## config.mk

```make
export PLATFORM = sky130hd
export DESIGN_NAME = psram_boot_seq
export DESIGN_NICKNAME = d
export VERILOG_FILES = /design/src/rtl/psram_seq_pkg.sv /design/src/rtl/psram_cmd_shifter.sv /design/src/rtl/psram_id_decode.sv /design/src/rtl/psram_boot_seq.sv
export SDC_FILE = /design/constraint.sdc
export NUM_CORES = 1
export LEC_CHECK = 0
export BUFFER_PORTS_ARGS = -buffer_cell sky130_fd_sc_hd__buf_2
export CORE_UTILIZATION = 45
export DETAILED_ROUTE_END_ITERATION = 10
export SYNTH_ARGS = -nofsm -noshare
export SYNTH_HDL_FRONTEND = slang
export SYNTH_SLANG_ARGS = --single-unit
```

## constraint.sdc

```tcl
create_clock -name clk -period 2.9 [get_ports clk]
set_input_delay 0.145 -clock clk [delete_from_list [all_inputs] [get_ports clk]]
set_output_delay 0.145 -clock clk [all_outputs]
set_load 0.05 [all_outputs]
```

## src/rtl/psram_seq_pkg.sv

```systemverilog
package psram_seq_pkg;

  typedef enum logic [2:0] {
    PH_IDLE, PH_CMD, PH_ADDR, PH_DATA, PH_HOLD, PH_GAP
  } shift_ph_t;

  typedef enum logic [3:0] {
    ST_IDLE, ST_EXIT, ST_ID1, ST_ID2, ST_RSTEN, ST_RST, ST_ENQ, ST_DONE, ST_FAIL
  } step_t;

  localparam logic [1:0] SZ_16  = 2'd0;
  localparam logic [1:0] SZ_32  = 2'd1;
  localparam logic [1:0] SZ_64  = 2'd2;
  localparam logic [1:0] SZ_UNK = 2'd3;

  localparam logic [7:0] OPC_EXITQ = 8'hF5;
  localparam logic [7:0] OPC_RDID  = 8'h9F;
  localparam logic [7:0] OPC_RSTEN = 8'h66;
  localparam logic [7:0] OPC_RST   = 8'h99;
  localparam logic [7:0] OPC_ENTQ  = 8'h35;

  typedef struct packed {
    logic [7:0] op;
    logic       quad;
    logic       addr;
    logic       rx;
    logic       xclk;
  } cmd_t;

endpackage

```

## src/rtl/psram_cmd_shifter.sv

```systemverilog
module psram_cmd_shifter
  import psram_seq_pkg::*;
#(
  parameter int OP_W    = 8,
  parameter int ADDR_W  = 24,
  parameter int RX_W    = 24,
  parameter int GAP_CYC = 2
) (
  input  logic            clk,
  input  logic            rst,
  input  logic            go,
  input  logic [OP_W-1:0] op,
  input  logic            quad,
  input  logic            with_addr,
  input  logic            with_rx,
  input  logic            xclk,
  input  logic [3:0]      dq_in,
  output logic            cs_n,
  output logic            sclk_en,
  output logic [3:0]      dq_out,
  output logic [3:0]      dq_oe,
  output logic [RX_W-1:0] rx_word,
  output logic            fin
);
  localparam int MAXAR = (ADDR_W > RX_W) ? ADDR_W : RX_W;
  localparam int MAXC  = (MAXAR > OP_W) ? MAXAR : OP_W;
  localparam int CW    = $clog2(MAXC + GAP_CYC + 1);

  shift_ph_t       ph;
  logic [CW-1:0]   cnt;
  logic [OP_W-1:0] tx;
  logic [RX_W-1:0] rx;
  logic            q_r, wa_r, wr_r, xc_r;

  always_ff @(posedge clk) begin
    if (rst) begin
      ph <= PH_IDLE; cnt <= '0; tx <= '0; rx <= '0;
      q_r <= 1'b0; wa_r <= 1'b0; wr_r <= 1'b0; xc_r <= 1'b0;
    end else begin
      case (ph)
        PH_IDLE: if (go) begin
          ph <= PH_CMD; tx <= op;
          q_r <= quad; wa_r <= with_addr; wr_r <= with_rx; xc_r <= xclk;
          cnt <= quad ? CW'(OP_W/4 - 1) : CW'(OP_W - 1);
        end
        PH_CMD: begin
          if (cnt == '0) begin
            if (wa_r) begin
              ph <= PH_ADDR; cnt <= CW'(ADDR_W - 1);
            end else if (wr_r) begin
              ph <= PH_DATA; cnt <= CW'(RX_W - 1);
            end else begin
              ph <= PH_HOLD;
            end
          end else begin
            tx  <= q_r ? {tx[OP_W-5:0], 4'b0} : {tx[OP_W-2:0], 1'b0};
            cnt <= cnt - 1'b1;
          end
        end
        PH_ADDR: begin
          if (cnt == '0) begin
            if (wr_r) begin
              ph <= PH_DATA; cnt <= CW'(RX_W - 1);
            end else begin
              ph <= PH_HOLD;
            end
          end else begin
            cnt <= cnt - 1'b1;
          end
        end
        PH_DATA: begin
          rx <= {rx[RX_W-2:0], dq_in[1]};
          if (cnt == '0) ph <= PH_HOLD;
          else cnt <= cnt - 1'b1;
        end
        PH_HOLD: begin
          ph <= PH_GAP; cnt <= CW'(GAP_CYC - 1);
        end
        PH_GAP: begin
          if (cnt == '0) ph <= PH_IDLE;
          else cnt <= cnt - 1'b1;
        end
        default: ph <= PH_IDLE;
      endcase
    end
  end

  always_comb begin
    cs_n    = (ph == PH_IDLE) || (ph == PH_GAP);
    sclk_en = (ph == PH_CMD) || (ph == PH_ADDR) || (ph == PH_DATA) ||
              ((ph == PH_GAP) && (cnt == CW'(GAP_CYC - 1)) && xc_r);
    dq_out  = 4'b0;
    dq_oe   = 4'b0;
    if (ph == PH_CMD) begin
      dq_out = q_r ? tx[OP_W-1 -: 4] : {3'b0, tx[OP_W-1]};
      dq_oe  = q_r ? 4'hF : 4'h1;
    end else if (ph == PH_ADDR) begin
      dq_oe  = 4'h1;
    end
    fin     = (ph == PH_GAP) && (cnt == '0);
    rx_word = rx;
  end

endmodule

```

## src/rtl/psram_id_decode.sv

```systemverilog
module psram_id_decode
  import psram_seq_pkg::*;
#(
  parameter logic [7:0] GOOD_DIE = 8'h5D,
  parameter logic [7:0] TRIAL64  = 8'h26,
  parameter logic [7:0] EARLY32  = 8'h20
) (
  input  logic [15:0] raw_hi,
  output logic        valid,
  output logic [1:0]  size,
  output logic        early
);
  logic [7:0] kgd, ext;

  always_comb begin
    kgd   = raw_hi[15:8];
    ext   = raw_hi[7:0];
    valid = (kgd == GOOD_DIE);
    early = (ext == EARLY32);
    if ((ext[7:5] == 3'b010) || (ext == TRIAL64)) size = SZ_64;
    else if (ext[7:5] == 3'b001)                  size = SZ_32;
    else if (ext[7:5] == 3'b000)                  size = SZ_16;
    else                                          size = SZ_UNK;
  end

endmodule

```

## src/rtl/psram_boot_seq.sv

```systemverilog
module psram_boot_seq
  import psram_seq_pkg::*;
#(
  parameter int ADDR_W  = 24,
  parameter int ID_W    = 24,
  parameter int GAP_CYC = 2
) (
  input  logic       clk,
  input  logic       rst,
  input  logic       start,
  output logic       cs_n,
  output logic       sclk_en,
  output logic [3:0] dq_out,
  output logic [3:0] dq_oe,
  input  logic [3:0] dq_in,
  output logic       done,
  output logic       fail,
  output logic [1:0] size_code,
  output logic       extra_clk
);
  step_t           st;
  logic            launch;
  logic [1:0]      size_q;
  logic            early_q;
  cmd_t            cmd;
  logic            fin;
  logic [ID_W-1:0] rx_word;
  logic            id_ok, id_early;
  logic [1:0]      id_size;
  logic            unused_mfid;

  assign unused_mfid = ^rx_word[ID_W-1:16];

  always_comb begin
    cmd = '0;
    case (st)
      ST_EXIT:  cmd = '{op: OPC_EXITQ, quad: 1'b1, addr: 1'b0, rx: 1'b0, xclk: 1'b1};
      ST_ID1,
      ST_ID2:   cmd = '{op: OPC_RDID,  quad: 1'b0, addr: 1'b1, rx: 1'b1, xclk: 1'b1};
      ST_RSTEN: cmd = '{op: OPC_RSTEN, quad: 1'b0, addr: 1'b0, rx: 1'b0, xclk: early_q};
      ST_RST:   cmd = '{op: OPC_RST,   quad: 1'b0, addr: 1'b0, rx: 1'b0, xclk: early_q};
      ST_ENQ:   cmd = '{op: OPC_ENTQ,  quad: 1'b0, addr: 1'b0, rx: 1'b0, xclk: early_q};
      default:  cmd = '0;
    endcase
  end

  psram_cmd_shifter #(
    .OP_W(8), .ADDR_W(ADDR_W), .RX_W(ID_W), .GAP_CYC(GAP_CYC)
  ) shifter_i (
    .clk(clk), .rst(rst), .go(launch), .op(cmd.op), .quad(cmd.quad),
    .with_addr(cmd.addr), .with_rx(cmd.rx), .xclk(cmd.xclk), .dq_in(dq_in),
    .cs_n(cs_n), .sclk_en(sclk_en), .dq_out(dq_out), .dq_oe(dq_oe),
    .rx_word(rx_word), .fin(fin)
  );

  psram_id_decode decode_i (
    .raw_hi(rx_word[15:0]), .valid(id_ok), .size(id_size), .early(id_early)
  );

  always_ff @(posedge clk) begin
    if (rst) begin
      st <= ST_IDLE; launch <= 1'b0; size_q <= SZ_UNK; early_q <= 1'b0;
    end else begin
      launch <= 1'b0;
      case (st)
        ST_IDLE: if (start) begin st <= ST_EXIT; launch <= 1'b1; end
        ST_EXIT: if (fin)   begin st <= ST_ID1;  launch <= 1'b1; end
        ST_ID1, ST_ID2: if (fin) begin
          if (id_ok) begin
            st <= ST_RSTEN; launch <= 1'b1;
            size_q <= id_size; early_q <= id_early;
          end else if (st == ST_ID1) begin
            st <= ST_ID2; launch <= 1'b1;
          end else begin
            st <= ST_FAIL;
          end
        end
        ST_RSTEN: if (fin) begin st <= ST_RST; launch <= 1'b1; end
        ST_RST:   if (fin) begin st <= ST_ENQ; launch <= 1'b1; end
        ST_ENQ:   if (fin) st <= ST_DONE;
        default:  st <= st;
      endcase
    end
  end

  assign done      = (st == ST_DONE);
  assign fail      = (st == ST_FAIL);
  assign size_code = size_q;
  assign extra_clk = early_q;

endmodule

```

==> results of run 1 <==
-- synthesized netlist by cell type, drive strengths merged, types with 2 or more instances --
| library cell | n | area, µm² |
|---|---|---|
| mux2i | 4 | 40.04 |
| dfxtp | 43 | 860.8 |
| mux2 | 2 | 22.52 |
| a211oi | 7 | 52.55 |
| xnor2 | 2 | 17.52 |
| and3 | 6 | 37.54 |
| nor2 | 27 | 101.4 |
| nor3 | 15 | 75.07 |
| nand3 | 6 | 30.03 |
| a21boi | 2 | 15.01 |
| a31oi | 7 | 43.79 |
| nor3b | 3 | 22.52 |
| o21ai | 11 | 55.05 |
| nor2b | 2 | 12.51 |
| or3b | 2 | 17.52 |
| nand2b | 9 | 56.30 |
| o31ai | 3 | 22.52 |
| inv | 8 | 30.03 |
| a21oi | 37 | 185.2 |
| nand2 | 45 | 168.9 |
| o22ai | 4 | 25.02 |
| nor4b | 2 | 23.77 |
| nand4 | 4 | 25.02 |
| or4b | 4 | 43.79 |
| clkbuf | 20 | 75.07 |
| nor4 | 6 | 37.54 |
| a311oi | 4 | 35.03 |
| buf | 3 | 18.76 |
| or4 | 3 | 26.27 |
| ha | 3 | 37.54 |
| o211ai | 4 | 30.03 |
-- worst paths after layout --
| path | end | slack [ps] | cells after the start |
|---|---|---|---|
| worst min-delay path | shifter_i.rx_word[0]$_SDFFE_PP0P_ | 80 | 3 |
| worst max-delay path | size_code[0]$_SDFFE_PP1P_ | 440 | 6 |
| worst max register to register | size_code[0]$_SDFFE_PP1P_ | 440 | 6 |
| worst min register to register | shifter_i.rx_word[10]$_SDFFE_PP0P_ | 460 | 2 |
-- through the flow --
stage,std cells,hold WS (ps)
after global placement,388,395.8
after floorplan,317,281.0
after global routing,396,78.86
after detailed placement,388,401.4
final,396,75.99
after CTS,396,68.09
-- flip-flops by register name, summed over array words and instances (netlist names) --
signal / cells
shifter_i.wa_r: 1
shifter_i.cnt: 5
shifter_i.q_r: 1
extra_clk: 1
size_code: 2
shifter_i.tx: 8
shifter_i.ph: 3
shifter_i.xc_r: 1
launch: 1
st: 4
shifter_i.rx_word: 16
-- per-layer routing --
metal	wire length, µm	vias up	global-route usage
li1	-	1171	-
met1	2850	1030	0.3221
met2	2399	55	0.3203
met3	281	8	0.04284
met4	85	0	0.06996
met5	0	-	0
-- power groups by stage --
stage	clock network (µW)	logic, µW	registers [µW]
6_report	407	585	735
3_5_place_dp	0	582	747
4_1_cts	422	585	733
5_1_grt	446	648	746
3_3_place_gp	0	577	745
2_1_floorplan	0	482	698
-- final cells by class --
type / instances / area [µm²] / area share
clock buffer: 5 / 68.82 / 0.02615
clock inverter: 3 / 26.28 / 0.009986
multi-input combinational: 243 / 1423 / 0.5407
sequential: 43 / 860.8 / 0.3272
inverter: 8 / 30.03 / 0.01141
timing repair buffer: 24 / 135.1 / 0.05136
tap: 70 / 87.58 / 0.03329
-- worst reg2reg max path, stage by stage, from the launching register on --
cell and delay [ps]:
dfxtp_1 360, inv_1 110, ha_1 190, or4b_4 570, or4_4 600, or4b_1 490
nand3_1 90
-- logic make-up after synthesis --
kind of cell             synth area share
AND/OR/NAND/NOR                    0.3098
AO/OA/AOI/OAI                      0.2287
flip-flops                         0.3576
buffers and inverters             0.05145
multiplexers                      0.02599
XOR/XNOR                          0.01092
adder cells (fa/ha/maj)           0.01559
==> flow_metrics.env, run 1 <==
export IMPL_antenna_found_initial=0
export IMPL_dieArea_um2=5646
export IMPL_first_pass_iters=4
export IMPL_hpwl_mm=3.967
export IMPL_powerDensity_nw_per_um2=656.3
export IMPL_cp_slowest_stage_delay_ps=600
export IMPL_grt_max_degree=23
export IMPL_via_per_inst=5.717
export IMPL_ys_warn_count=0
export IMPL_syn_nets=327
export IMPL_min_period_over_period=0.8483
export IMPL_drc=0
export IMPL_grt_pass1_vias=1932
export IMPL_cts_buffer_depth=2
export IMPL_cpLargestDelayFamily="simple AND/OR/NAND/NOR gates"
export IMPL_avgSynthCellArea_um2=7.594
export IMPL_drv_cap=0
export IMPL_critPathCaptureType="register"
export IMPL_die_h_um=75.14
export IMPL_clk_pin_slew_worst_paths_ps=90
export IMPL_tns_ps=0
export IMPL_timing_fmax_mhz=406.5
export IMPL_crit_required_ps=3150
export IMPL_layout_common_cells="nand2_1, dfxtp_1, a21oi_1"
export IMPL_grt_usage=0.2188
export IMPL_cp_startpoint="shifter_i.cnt[1]$_SDFFE_PP0P_"
export IMPL_grt_overflow=0
export IMPL_max_slew_margin=0.5477
export IMPL_pwr_share_clk=0.236
export IMPL_slowest_stage="or4_4"
export IMPL_p_total_uw=1727
export IMPL_initial_utilization=0.4684
export IMPL_worst_setup_path_start_kind="register"
export IMPL_drive_gt1_frac=0.1227
export IMPL_seq_power_share=0.426
export IMPL_slew_violations=0
export IMPL_rsz0062_at_grt="false"
export IMPL_first_iter_violations=195
export IMPL_yosys_most_used_dff="dfxtp_1"
export IMPL_port_buffers=18
export IMPL_grt_pass1_wl_mm=9.349
export IMPL_postCtsSetupBuffers=0
export IMPL_synth_seq_area_share=0.3576
export IMPL_holdCritStartpoint="dq_in[1]"
export IMPL_cts_max_level=2
export IMPL_swShare=0.3927
export IMPL_power_leakage_uw=0.0008909
export IMPL_placedInstanceArea_um2=2536
export IMPL_place_gp_congestion=0.8558
export IMPL_cts_buffers=5
export IMPL_power_frac_comb=0.339
export IMPL_post_place_ws_ps=492.6
export IMPL_ctsResizeCount=0
export IMPL_setup_viol_count_final=0
export IMPL_worst_slew_pin_slew_ps=677.5
export IMPL_cts_tree="yes"
export IMPL_internal_power_uw=1049
export IMPL_arrival_ps=2710
export IMPL_synthArstFlopShare=0
export IMPL_synth_area_um2=2407
export IMPL_netlist_instances=317
export IMPL_routedWlPerCell_um=14.18
export IMPL_hold_path_class="primary input to register"
export IMPL_nFillCells=571
export IMPL_cp_cell_sequence="inv_1 > ha_1 > or4b_4 > or4_4 > or4b_1 > nand3_1"
export IMPL_finalClockSkew_ps=10.81
export IMPL_hold_violations=0
export IMPL_synth_cell_types=57
export IMPL_ir_drop_mv=0.3399
export IMPL_antenna_left=0
export IMPL_synth_seq_cells=43
export IMPL_critPathBufInv=1
export IMPL_status="finished, final reports clean"
export IMPL_clock_latency_ps=300
export IMPL_final_util=0.5119
export IMPL_wl_mm=5.617
export IMPL_design_area_um2=2631
export IMPL_crit_type="register to register"
export IMPL_io_pins=22
export IMPL_vias=2264
export IMPL_cts_sinks=43
export IMPL_mostFrequentLayoutCell="nand2_1"
export IMPL_layout_setup_ws_ps=439.9
export IMPL_synth_enable_flop_cells=0
export IMPL_ctsHoldBuffers=0
export IMPL_cts_root_buf="clkbuf_8"
export IMPL_area_growth_pct=9.303
export IMPL_crit_fanout=12
export IMPL_dieWidth_um=75.14
export IMPL_period_minus_slack_ps=2460
export IMPL_core_area_um2=5140
export IMPL_reg2reg_from="shifter_i.cnt[1]$_SDFFE_PP0P_"
export IMPL_p_switching_uw=678.2
export IMPL_final_nets=335
export IMPL_n_antenna_cell=0
export IMPL_rows=26
Note: power is estimated with default switching activity, not from simulation.
==> run 2, diff against run 1 <==
PLACE_DENSITY = 0.66   (was not set)
clock period = 2 ns   (was 2.9 ns; I/O delays follow)
==> flow_metrics.env, run 2 (synthesis results as in run 1) <==
export IMPL_powerDensity_nw_per_um2=981.6
export IMPL_n_antenna_cell=0
export IMPL_min_period_over_period=1.018
export IMPL_antenna_found_initial=0
export IMPL_drv_cap=0
export IMPL_worst_r2r_cell_count=6
export IMPL_core_area_um2=5140
export IMPL_period_minus_slack_ps=2036
export IMPL_grt_usage=0.2274
export IMPL_antenna_left=0
export IMPL_die_h_um=75.14
export IMPL_io_pins=22
export IMPL_crit_type="register to register"
export IMPL_reg2reg_from="shifter_i.cnt[0]$_SDFFE_PP0P_"
export IMPL_grt_overflow=0
export IMPL_grt_pass1_wl_mm=9.818
export IMPL_r2r_end="size_code[0]$_SDFFE_PP1P_"
export IMPL_hold_path_class="primary input to register"
export IMPL_cts_root_buf="clkbuf_8"
export IMPL_ir_drop_mv=0.4220
export IMPL_multi_input_area_um2=1465
export IMPL_placedInstanceArea_um2=2678
export IMPL_cts_tree="yes"
export IMPL_design_area_um2=2835
export IMPL_mostFrequentLayoutCell="nand2_1"
export IMPL_crit_required_ps=2250
export IMPL_rrSetupSlack_ps=-40
export IMPL_finalClockSkew_ps=7.442
export IMPL_worst_slew_pin_slew_ps=542.5
export IMPL_slew_violations=0
export IMPL_routedWlPerCell_um=14.15
export IMPL_timing_fmax_mhz=491.1
export IMPL_grt_pass1_vias=2062
export IMPL_layout_common_cells="nand2_1, dfxtp_1, a21oi_1"
export IMPL_place_gp_congestion=0.8218
export IMPL_max_slew_margin=0.6384
export IMPL_vias=2363
export IMPL_via_per_inst=5.735
export IMPL_port_buffers=18
export IMPL_hold_violations=0
export IMPL_cts_max_level=2
export IMPL_power_leakage_uw=0.0009869
export IMPL_cts_buffers=5
export IMPL_rsz0062_at_grt="true"
export IMPL_final_nets=351
export IMPL_tns_ps=-44.25
export IMPL_cp_slowest_stage_delay_ps=470
export IMPL_cp_cell_sequence="inv_2 > ha_4 > or4b_4 > or4_4 > or4b_1 > nand3_1"
export IMPL_clk_pin_slew_worst_paths_ps=90
export IMPL_dieArea_um2=5646
export IMPL_largest_reg_flops=16
export IMPL_wl_mm=5.831
export IMPL_failed_checks="negative setup slack"
export IMPL_seqCellArea_um2=863.3
export IMPL_first_iter_violations=167
export IMPL_hold_depth=3
export IMPL_cts_buffer_depth=2
export IMPL_nFillCells=514
export IMPL_clock_latency_ps=300
export IMPL_crit_fanout=3
export IMPL_worst_setup_path_start_kind="register"
export IMPL_drive_gt1_frac=0.1930
export IMPL_critPathCaptureType="register"
export IMPL_cts_sinks=43
export IMPL_critPathBufInv=1
export IMPL_grt_max_degree=27
export IMPL_cpLargestDelayFamily="simple AND/OR/NAND/NOR gates"
export IMPL_arrival_ps=2280
export IMPL_initial_utilization=0.4684
export IMPL_status="complete, but fails checks"
export IMPL_hold_end="shifter_i.rx_word[0]$_SDFFE_PP0P_"
export IMPL_slowest_stage="or4b_1"
export IMPL_layout_setup_ws_ps=-36.17
export IMPL_setup_viol_count_final=2
export IMPL_area_growth_pct=17.78
export IMPL_hpwl_mm=4.070
export IMPL_postCtsSetupBuffers=0
export IMPL_drc=0
export IMPL_rows=26
export IMPL_holdCritStartpoint="dq_in[1]"
export IMPL_dieWidth_um=75.14
export IMPL_first_pass_iters=4
[run 2: how the worst max path moves through the flow]
stage	slack, ps	start	to	depth (start not counted)
2_1_floorplan	-50	shifter_i.cnt[1]$_SDFFE_PP0P_	size_code[0]$_SDFFE_PP1P_	6
3_3_place_gp	-40	shifter_i.cnt[1]$_SDFFE_PP0P_	size_code[0]$_SDFFE_PP1P_	6
3_5_place_dp	-80	shifter_i.cnt[1]$_SDFFE_PP0P_	size_code[0]$_SDFFE_PP1P_	6
4_1_cts	-40	shifter_i.cnt[0]$_SDFFE_PP0P_	size_code[0]$_SDFFE_PP1P_	6
5_1_grt	-130	shifter_i.cnt[1]$_SDFFE_PP0P_	size_code[0]$_SDFFE_PP1P_	6
6_report	-40	shifter_i.cnt[0]$_SDFFE_PP0P_	size_code[0]$_SDFFE_PP1P_	6
[run 2: layout make-up]
| class | instances | share of cell area |
|---|---|---|
| timing repair buffer | 40 | 0.09444 |
| inverter | 8 | 0.01059 |
| sequential | 43 | 0.3045 |
| tap | 70 | 0.03089 |
| clock buffer | 6 | 0.02913 |
| clock inverter | 2 | 0.01368 |
| multi-input combinational | 243 | 0.5168 |
[run 2: timing repair]
action | 4_1_cts | 5_1_grt
endpoints found under the setup margin | 6 | 6
resized for setup | 6 | 3
hold buffers | 0 | 0
pin swaps | 0 | 2
[run 2: per-stage QoR]
stage / power [µW] / hold slack, ps / setup WS [ps] / util / instances
detailed placement: 2020 / 382.8 / -76.85 / 0.5209 / 404
finish: 2783 / 64.83 / -36.17 / 0.5516 / 412
global placement: 2015 / 377.3 / -42.49 / 0.5209 / 404
floorplan: 1718 / 236.0 / -53.37 / - / 317
CTS: 2772 / 65.62 / -38.18 / 0.5497 / 412
global route: 2955 / 69.27 / -126.0 / 0.5516 / 412
[run 2: worst register-to-register path, delay by kind of cell (launching register included)]
| family | cells | cell delay [ps] |
|---|---|---|
| fa+ha+maj | 1 | 140 |
| buf+inv | 1 | 70 |
| flops | 1 | 330 |
| simple gates | 4 | 1450 |
[run 2: metal layers]
metal  global-route usage  routed length, µm  part of all wire  up-vias
met5                    0                  0                 0        -
met4              0.07407                 70             0.012        0
met3              0.05489                259             0.044        7
met2               0.3463               2657              0.46       52
met1               0.3172               2843              0.49     1103
li1                     -                  -                 -     1201
[run 2: power breakdown]
part	switching [µW]	total [µW]	internal, µW
Sequential	74.3	1010	938
Combinational	613	1050	432
Clock	314	725	411
Total	1000	2780	1780
